$ cat src/rtl/irqc_pkg.sv
package irqc_pkg;
   localparam int unsigned OFS_STAT = 'h00;
   localparam int unsigned OFS_SET  = 'h04;
   localparam int unsigned OFS_ENA  = 'h08;
   localparam int unsigned OFS_MASK = 'h0C;

   typedef enum logic [1:0] {
      SEL_STAT = 2'd0,
      SEL_SET  = 2'd1,
      SEL_ENA  = 2'd2,
      SEL_MASK = 2'd3
   } reg_sel_e;
endpackage

$ cat src/rtl/irqc_decode.sv
module irqc_decode
   import irqc_pkg::*;
#(
   parameter int unsigned ADDR_W = 8
) (
   input  logic [ADDR_W-1:0] addr_i,
   input  logic              rd_en_i,
   input  logic              wr_en_i,
   output logic              hit_o,
   output reg_sel_e          sel_o,
   output logic              wr_stat_o,
   output logic              wr_set_o,
   output logic              wr_ena_o,
   output logic              bad_o
);
   generate
      if (ADDR_W < 4) begin : g_bad_addr_w
         $error("irqc_decode: ADDR_W must be at least 4");
      end
   endgenerate

   always_comb begin
      hit_o = 1'b1;
      sel_o = SEL_STAT;
      unique case (addr_i)
         ADDR_W'(OFS_STAT): sel_o = SEL_STAT;
         ADDR_W'(OFS_SET):  sel_o = SEL_SET;
         ADDR_W'(OFS_ENA):  sel_o = SEL_ENA;
         ADDR_W'(OFS_MASK): sel_o = SEL_MASK;
         default:           hit_o = 1'b0;
      endcase
   end

   assign wr_stat_o = wr_en_i && hit_o && (sel_o == SEL_STAT);
   assign wr_set_o  = wr_en_i && hit_o && (sel_o == SEL_SET);
   assign wr_ena_o  = wr_en_i && hit_o && (sel_o == SEL_ENA);
   assign bad_o     = (rd_en_i && (!hit_o || sel_o == SEL_SET)) ||
                      (wr_en_i && (!hit_o || sel_o == SEL_MASK));
endmodule

$ cat src/rtl/irqc_status_bank.sv
module irqc_status_bank #(
   parameter int unsigned NUM_SRC      = 32,
   parameter bit          SRC_REVERSED = 1'b0
) (
   input  logic               clk_i,
   input  logic               rst_i,
   input  logic [NUM_SRC-1:0] src_i,
   input  logic               wr_stat_i,
   input  logic               wr_set_i,
   input  logic               wr_ena_i,
   input  logic [NUM_SRC-1:0] wdata_i,
   output logic [NUM_SRC-1:0] status_o,
   output logic [NUM_SRC-1:0] enable_o
);
   logic [NUM_SRC-1:0] line_v, line_q, rise, fall, base, status_q, enable_q;
   logic armed_q;

   generate
      for (genvar k = 0; k < NUM_SRC; k++) begin : g_map
         if (SRC_REVERSED) begin : g_rev
            assign line_v[NUM_SRC-1-k] = src_i[k];
         end else begin : g_dir
            assign line_v[k] = src_i[k];
         end
      end
   endgenerate

   assign rise = line_v & ~line_q;
   assign fall = ~line_v & line_q;

   always_comb begin
      base = status_q;
      if (wr_stat_i)     base = status_q & ~wdata_i;
      else if (wr_set_i) base = wdata_i;
   end

   always_ff @(posedge clk_i) begin
      if (rst_i) begin
         line_q   <= '0;
         status_q <= '0;
         enable_q <= '0;
         armed_q  <= 1'b0;
      end else begin
         line_q   <= line_v;
         status_q <= (base & ~fall) | rise;
         if (wr_ena_i) enable_q <= wdata_i;
         armed_q  <= 1'b1;
      end
   end

   assign status_o = status_q;
   assign enable_o = enable_q;


   rise_sets_chk: assert property (@(posedge clk_i) disable iff (rst_i)
      armed_q |-> ((status_q & $past(rise)) == $past(rise)));

   fall_clears_chk: assert property (@(posedge clk_i) disable iff (rst_i)
      armed_q |-> ((status_q & $past(fall)) == '0));

   enable_load_chk: assert property (@(posedge clk_i) disable iff (rst_i)
      (armed_q && $past(wr_ena_i)) |-> (enable_q == $past(wdata_i)));

   enable_hold_chk: assert property (@(posedge clk_i) disable iff (rst_i)
      (armed_q && !$past(wr_ena_i)) |-> $stable(enable_q));
endmodule

$ cat src/rtl/irqc_irq_out.sv
module irqc_irq_out #(
   parameter int unsigned NUM_SRC = 32
) (
   input  logic               clk_i,
   input  logic               rst_i,
   input  logic [NUM_SRC-1:0] status_i,
   input  logic [NUM_SRC-1:0] enable_i,
   output logic               irq_o
);
   logic irq_q;

   always_ff @(posedge clk_i) begin
      if (rst_i) irq_q <= 1'b0;
      else       irq_q <= |(status_i & enable_i);
   end

   assign irq_o = irq_q;
endmodule

$ cat src/rtl/irq_status_ctrl.sv
module irq_status_ctrl
   import irqc_pkg::*;
#(
   parameter int unsigned NUM_SRC      = 32,
   parameter int unsigned DATA_W       = 32,
   parameter int unsigned ADDR_W       = 8,
   parameter bit          SRC_REVERSED = 1'b0
) (
   input  logic               clk_i,
   input  logic               rst_i,
   input  logic [NUM_SRC-1:0] src_i,
   input  logic [ADDR_W-1:0]  addr_i,
   input  logic               rd_en_i,
   input  logic               wr_en_i,
   input  logic [DATA_W-1:0]  wdata_i,
   output logic [DATA_W-1:0]  rdata_o,
   output logic               err_o,
   output logic               irq_o
);
   generate
      if (NUM_SRC < 1 || NUM_SRC > DATA_W) begin : g_bad_num_src
         $error("irq_status_ctrl: NUM_SRC must be 1..DATA_W");
      end
   endgenerate

   logic               hit, wr_stat, wr_set, wr_ena, bad;
   reg_sel_e           sel;
   logic [NUM_SRC-1:0] status, enable, rd_bits;
   logic [DATA_W-1:0]  rdata_q;
   logic               err_q, armed_q;

   irqc_decode #(.ADDR_W(ADDR_W)) u_decode (
      .addr_i   (addr_i),
      .rd_en_i  (rd_en_i),
      .wr_en_i  (wr_en_i),
      .hit_o    (hit),
      .sel_o    (sel),
      .wr_stat_o(wr_stat),
      .wr_set_o (wr_set),
      .wr_ena_o (wr_ena),
      .bad_o    (bad)
   );

   irqc_status_bank #(.NUM_SRC(NUM_SRC), .SRC_REVERSED(SRC_REVERSED)) u_bank (
      .clk_i    (clk_i),
      .rst_i    (rst_i),
      .src_i    (src_i),
      .wr_stat_i(wr_stat),
      .wr_set_i (wr_set),
      .wr_ena_i (wr_ena),
      .wdata_i  (wdata_i[NUM_SRC-1:0]),
      .status_o (status),
      .enable_o (enable)
   );

   irqc_irq_out #(.NUM_SRC(NUM_SRC)) u_out (
      .clk_i   (clk_i),
      .rst_i   (rst_i),
      .status_i(status),
      .enable_i(enable),
      .irq_o   (irq_o)
   );

   always_comb begin
      rd_bits = '0;
      if (hit) begin
         unique case (sel)
            SEL_STAT, SEL_SET: rd_bits = status;
            SEL_ENA:           rd_bits = enable;
            SEL_MASK:          rd_bits = status & enable;
            default:           rd_bits = '0;
         endcase
      end
   end

   always_ff @(posedge clk_i) begin
      if (rst_i) begin
         rdata_q <= '0;
         err_q   <= 1'b0;
         armed_q <= 1'b0;
      end else begin
         if (rd_en_i) rdata_q <= DATA_W'(rd_bits);
         err_q   <= bad;
         armed_q <= 1'b1;
      end
   end

   assign rdata_o = rdata_q;
   assign err_o   = err_q;


   irq_follow_chk: assert property (@(posedge clk_i) disable iff (rst_i)
      armed_q |-> (irq_o == $past(|(status & enable))));

   err_cause_chk: assert property (@(posedge clk_i) disable iff (rst_i)
      err_o |-> $past(rd_en_i || wr_en_i));

   rdata_hold_chk: assert property (@(posedge clk_i) disable iff (rst_i)
      (armed_q && !$past(rd_en_i)) |-> $stable(rdata_o));

   unmapped_zero_chk: assert property (@(posedge clk_i) disable iff (rst_i)
      (armed_q && $past(rd_en_i && !hit)) |-> (rdata_o == '0));
endmodule

$ cat config.mk
export PLATFORM = sky130hd
export DESIGN_NAME = irq_status_ctrl
export DESIGN_NICKNAME = d
export VERILOG_FILES = /design/src/rtl/irqc_pkg.sv /design/src/rtl/irqc_decode.sv /design/src/rtl/irqc_status_bank.sv /design/src/rtl/irqc_irq_out.sv /design/src/rtl/irq_status_ctrl.sv
export SDC_FILE = /design/constraint.sdc
export NUM_CORES = 1
export LEC_CHECK = 0
export ABC_AREA = 1
export ABC_CLOCK_PERIOD_IN_PS = 3200
export CAP_MARGIN = 20
export CORE_ASPECT_RATIO = 1.1
export CORE_MARGIN = 2
export CORE_UTILIZATION = 60
export CTS_BUF_LIST = sky130_fd_sc_hd__clkbuf_2
export DETAILED_ROUTE_END_ITERATION = 8
export DONT_BUFFER_PORTS = 1
export PLACE_DENSITY = 0.76
export SYNTH_ARGS = -nofsm -noshare
export SYNTH_HDL_FRONTEND = slang
export SYNTH_HIERARCHICAL = 1
export SYNTH_SLANG_ARGS = --single-unit
$ cat constraint.sdc
create_clock -name clk_i -period 3.2 [get_ports clk_i]
set_input_delay 0.32 -clock clk_i [delete_from_list [all_inputs] [get_ports clk_i]]
set_output_delay 0.32 -clock clk_i [all_outputs]
set_load 0.01 [all_outputs]
# Word level (Yosys, flattened, before mapping)
# Index checks and enable logic that the tools add are counted.
# op_classes
bitwise	10
reduce_logical	15
n_mux	6
n_eq_ne	6
# ops
operator	count
$and 32x32->32	5
$not 32->32	4
$mux 32	3
$pmux 32 s3	1
$or 32x32->32	1
$reduce_or 32->1	1
$eq 8x4->1 const B	2
$eq 8x3->1 const B	1
$logic_not 8->1	1
$logic_and 1x1->1	6
$pmux 2 s3	1
$eq 2x2->1 const B	2
$reduce_or 4->1	1
$logic_or 1x1->1	3
$eq 2x1->1 const B	1
$logic_not 2->1	1
$reduce_or 2->1	1
$logic_not 1->1	1
$mux 1	1
# word_totals
register_bits	130
elab_cells	43

# Depth between registers and ports, before layout
# depth
depth_word	9
depth_mapped	13
depth_no_buf	11

# Cells and area by module
# Netlist, hierarchy kept.
# modules_own_cells
module	n_inst	area_each_um2	seq_area_each_um2	cells_per_inst
irqc_status_bank	1	4139.0	1921.8	581
irq_status_ctrl	1	1759.2	660.6	280
irqc_irq_out	1	257.7	20.0	64
irqc_decode	1	190.2	0.0	32

# Worst setup path after synthesis
# No wires, ideal clock.
# synth_timing
path_type	in2reg
startpoint	input port addr_i[1]
endpoint	register u_bank.status_q[1] (netlist: u_bank/status_o[1])
required_time_ns	3.081
slack_ns	1.753
setup_time_ns	0.119
stages	12
arrival_ns	1.328
path_cell_list	nor2_4 inv_2 nor2_1 nand2_1 nand3_1 nor2_1 buf_6 inv_4 buf_2 nand3_1 nand2_1 o21bai_1
# synth_via
elab_cells_between_ends	16
cone_classes	eq/ne (4); mux (4); bitwise (2); reduce/logical (6)
# synth_lines
element	line_no	source
start: declaration	irq_status_ctrl.sv:12	input logic [ADDR_W-1:0] addr_i,
$eq 8x3->1, or another cell as far along	irqc_decode.sv:25	unique case (addr_i)
$reduce_or 4->1 (no source line)	-	
$mux 1	irqc_decode.sv:25	
$logic_and 1x1->1	irqc_decode.sv:34	assign wr_stat_o = wr_en_i && hit_o && (sel_o == SEL_STAT);
$logic_and 1x1->1 *	irqc_decode.sv:34	
via wr_stat	irq_status_ctrl.sv:26	logic hit, wr_stat, wr_set, wr_ena, bad;
$mux 32 *	irqc_status_bank.sv:33	if (wr_stat_i) base = status_q & ~wdata_i;
$and 32x32->32 *	irqc_status_bank.sv:45	status_q <= (base & ~fall) | rise;
$or 32x32->32 *	irqc_status_bank.sv:45	
end signal: assignment	irqc_status_bank.sv:45	
end: declaration	irqc_status_bank.sv:15	logic [NUM_SRC-1:0] line_v, line_q, rise, fall, base, status_q, enable_q;
# The timed path passes the listed nets; every way through them passes the cells marked *.
# A chain may end at the register's enable or synchronous reset.

# Final worst setup path
# layout_timing
startpoint	input port addr_i[1]
endpoint	register rdata_q[28] (netlist: rdata_o[28])
# layout_via
elab_chain_cells	6
elab_cells_between_ends	14
cone_classes	eq/ne (6); mux (4); reduce/logical (4)
# layout_rtl
element	line_no	source
$eq 8x4->1 / $eq 8x3->1 (equally long branches)	irqc_decode.sv:25	
$pmux 2 s3 *	irqc_decode.sv:25	
via sel[1]	irq_status_ctrl.sv:27	reg_sel_e sel;
$eq 2x1->1 / $logic_not 2->1 (equally long branches)	irq_status_ctrl.sv:67	unique case (sel)
$reduce_or 2->1	irq_status_ctrl.sv:67	
$pmux 32 s3 *	irq_status_ctrl.sv:67	
$mux 32 *	irq_status_ctrl.sv:66	if (hit) begin
end signal: assignment	irq_status_ctrl.sv:82	if (rd_en_i) rdata_q <= DATA_W'(rd_bits);
end: declaration	irq_status_ctrl.sv:29	logic [DATA_W-1:0] rdata_q;
# Marked as above.

==> reports/qor.yml <==
worst_hold_path:
  min_to: "rdata_o[5]$_SDFFE_PP0P_"
  hp-class: "in2reg"
  min_from: "rd_en_i"
  worstHoldPathCells: 3
drt:
  vias_per_cell: 5.05
  wl_um: 15400
  wire_per_inst_um: 13.3
  antenna_left: 0
  drt_iter0_drc: 275
  drtPass1Iterations: 5
  route.detailed.drc: 0
  vias: 5848
pwr:
  leakage_nw: 3.44
  internal_power_w: 0.00220
  net-switching-power_w: 0.000800
  combPwrFrac_pct: 11.0
  power_density_nw_per_um2: 418
  seqPwrFrac_pct: 57.5
  ir_worst_vdd_mv: 0.283
  p_clk_share_pct: 31.5
  switching_share_pct: 26.6
cells_and_area:
  nets: 1077
  fin_util_pct: 69.5
  diodes: 0
  fillers: 917
  area_growth_pct: 13.2
  drive_gt1_share_pct: 5.33
critical_path:
  r2r_setup_slack_ns: 1.82
  cp_slowest_cell: "dlygate4sd3_1"
  crit_chain: "nor2_4 -> inv_2 -> nor2_2 -> nand2_2 -> nand2_1 -> nand2_4 -> nand2_1 -> nand2_1 -> a21oi_1 -> dlygate4sd3_1"
  crit_type: "in2reg"
  critPathMostFrequentCell: "nand2_1"
  worstPathRequired_ns: 3.87
  worst_setup_path_end_kind: "flop"
  crit_fanout: 32
  r2r_end: "rdata_o[28]$_SDFFE_PP0P_"
  cp.arrival_ns: 2.43
  cp_slowest_stage_delay_ns: 0.56
  rr_worst_depth: 5
  worstSetupStartpointType: "input port"
  r2r_start: "u_bank/enable_o[28]$_SDFFE_PP0P_"
sta:
  drv_slew: 0
  rsz0062_at_grt: "false"
  fmaxAchievable_mhz: 565
  tightest_slew_ns: 1.09
  setup_viol: 0
  setup_slack_ns: 1.43
  min_period_ns: 1.77
  holdWs_ns: 0.0651
  hold_violations: 0
  setup_tns_ns: 0
  finClkSkew_ns: 0.0192
  relSlewSlack_pct: 27.2
  min_period_over_period_pct: 55.3
clock_tree:
  cts_made_buffers: 17
  htree_num_levels: 4
  cts_setup_buffers: 0
  clock-root-buffer: "clkbuf_2"
  clockBufferDepth: 2
  path_clk_slew_ns: 0.18
  numClockSinks: 130
  cts_tree: "done"
  cts_resized: 0
  clk_latency_ns: 0.71
die:
  row_count: 39
  die_y_um: 112
  design.core.area_um2: 10300
  ioPinCount: 110
  fp.dieW_um: 102
  die_area_um2: 11400
  start_util_pct: 61.3
status:
  status: "complete, no violations"
global_route:
  grt_max_degree: 99
  antenna_found_initial: 0
  grt_overflow: 0
  first_global_vias: 5584
  grt_pass1_wl_um: 25500
  track_usage_pct: 28.1
synth:
  synth_cell_types: 25
  yosysSeqAreaShare_pct: 41.0
  yosys_register_bits: 130
  synth_fp_nets: 1033
  syn_inst: 957
  synthesis.area_um2: 6350
  ys.warnings.count: 6
  syn_area_per_cell_um2: 6.63
placed_design:
  io_buffers: 0
  place_ws_ns: 1.19
  gp_congestion: 0.820
  place_hpwl_um: 9210
run:
  drv_cap: 0
## through the flow
stage	std cells	cell area, um2	power [W]
floorplan	957	6350	0.00196
global placement	1053	6240	0.00198
detailed placement	1053	6240	0.00199
CTS	1156	7170	0.00300
global route	1157	7190	0.00316
finish	1157	7190	0.00300
## flip-flops by register name, indices dropped and copies added, names as in the netlist
register / cells
u_bank/status_o: 32
u_out/irq_o: 1
err_o: 1
u_bank/line_q: 32
u_bank/enable_o: 32
rdata_o: 32
## how the worst max path moves through the flow
stage,cells after the start,endpoint,slack [ns],start
after floorplan,12,u_bank/status_o[1]$_SDFF_PP0_,1.75,addr_i[1]
final,10,rdata_o[28]$_SDFFE_PP0P_,1.43,addr_i[1]
after CTS,10,rdata_o[28]$_SDFFE_PP0P_,1.50,addr_i[1]
after detailed placement,11,u_bank/status_o[14]$_SDFF_PP0_,1.19,addr_i[1]
after global placement,11,u_bank/status_o[17]$_SDFF_PP0_,1.17,addr_i[1]
after global routing,10,rdata_o[28]$_SDFFE_PP0P_,1.35,addr_i[1]
## layout by cell type, fill, tap and decap left out
cell type and n:
a21oi_1 97, buf_16 1, buf_4 4, buf_8 1, bufinv_16 2, clkbuf_2 24, clkinv_1 3, clkinv_2 3
dfxtp_1 130, dlygate4sd3_1 70, inv_1 168, inv_2 4, inv_4 1, nand2_1 284, nand2_2 3, nand2_4 3
nand3_1 66, nand3_2 1, nand4_2 1, nor2_1 44, nor2_2 1, nor2_4 3, nor2_8 1, nor3_1 32
nor3_4 1, o211ai_1 2, o21ai_0 32, o21bai_1 32
## cells in the mapped netlist
master	count	area (um2)
clkbuf_2	2	10.0
inv_2	4	15.0
inv_4	1	6.26
nor2_1	46	173
nor2_2	1	6.26
nand2_2	3	18.8
buf_4	1	7.51
nor3_2	1	10.0
a21oi_1	97	485
nor2_4	1	11.3
o21ai_0	32	160
nor2_8	1	20.0
dfxtp_1	130	2600
o21bai_1	32	240
clkbuf_1	5	18.8
nand4_2	1	12.5
buf_6	14	158
inv_1	168	631
nand2_4	3	33.8
o211ai_1	2	15.0
nand2_1	284	1070
buf_2	29	145
nand3_1	66	330
nand3_2	1	10.0
nor3_1	32	160
## metal layers
layer	share of wire, %	global-route usage, %	up-vias
met5	0	0	-
met4	1.8	9.24	0
met2	47	45.4	172
li1	-	-	3034
met3	7.1	7.91	25
met1	44	36.0	2617
## repair_timing
action,CTS,global route
endpoints found under the setup margin,0,0
hold buffers,71,0
hold endpoints to repair,130,0
## critical path: cells and delay by family
family                 cells  cell delay [ns]
AND/OR/NAND/NOR            7             1.37
buffers and inverters      2             0.62
AO/OA/AOI/OAI              1             0.12
## final cells by class
cell class | instances | area (um2) | share of cell area, %
clock buffers | 24 | 120 | 1.67
clock inverters | 8 | 86.3 | 1.20
inverters | 173 | 652 | 9.07
multi-input cells | 603 | 2770 | 38.6
flip-flops and latches | 130 | 2600 | 36.2
well taps | 143 | 179 | 2.49
repair buffers | 76 | 773 | 10.8
## kinds of logic (layout without fill, tap and decap cells)
group	after synthesis	count (layout)	synth area share, %
AOI/OAI and AO/OA	163	163	14.2
buffers and inverters	224	281	15.6
DFF	130	130	41.0
and+or+nand+nor	440	440	29.2
## power groups by stage
stage / clock network (W) / logic, W / registers (W)
after floorplan: 0 / 0.000213 / 0.00175
after global placement: 0 / 0.000224 / 0.00176
after detailed placement: 0 / 0.000228 / 0.00176
after CTS: 0.000952 / 0.000324 / 0.00173
after global routing: 0.00105 / 0.000376 / 0.00174
final: 0.000946 / 0.000330 / 0.00173
No activity file was read; power rests on OpenSTA's default activity.
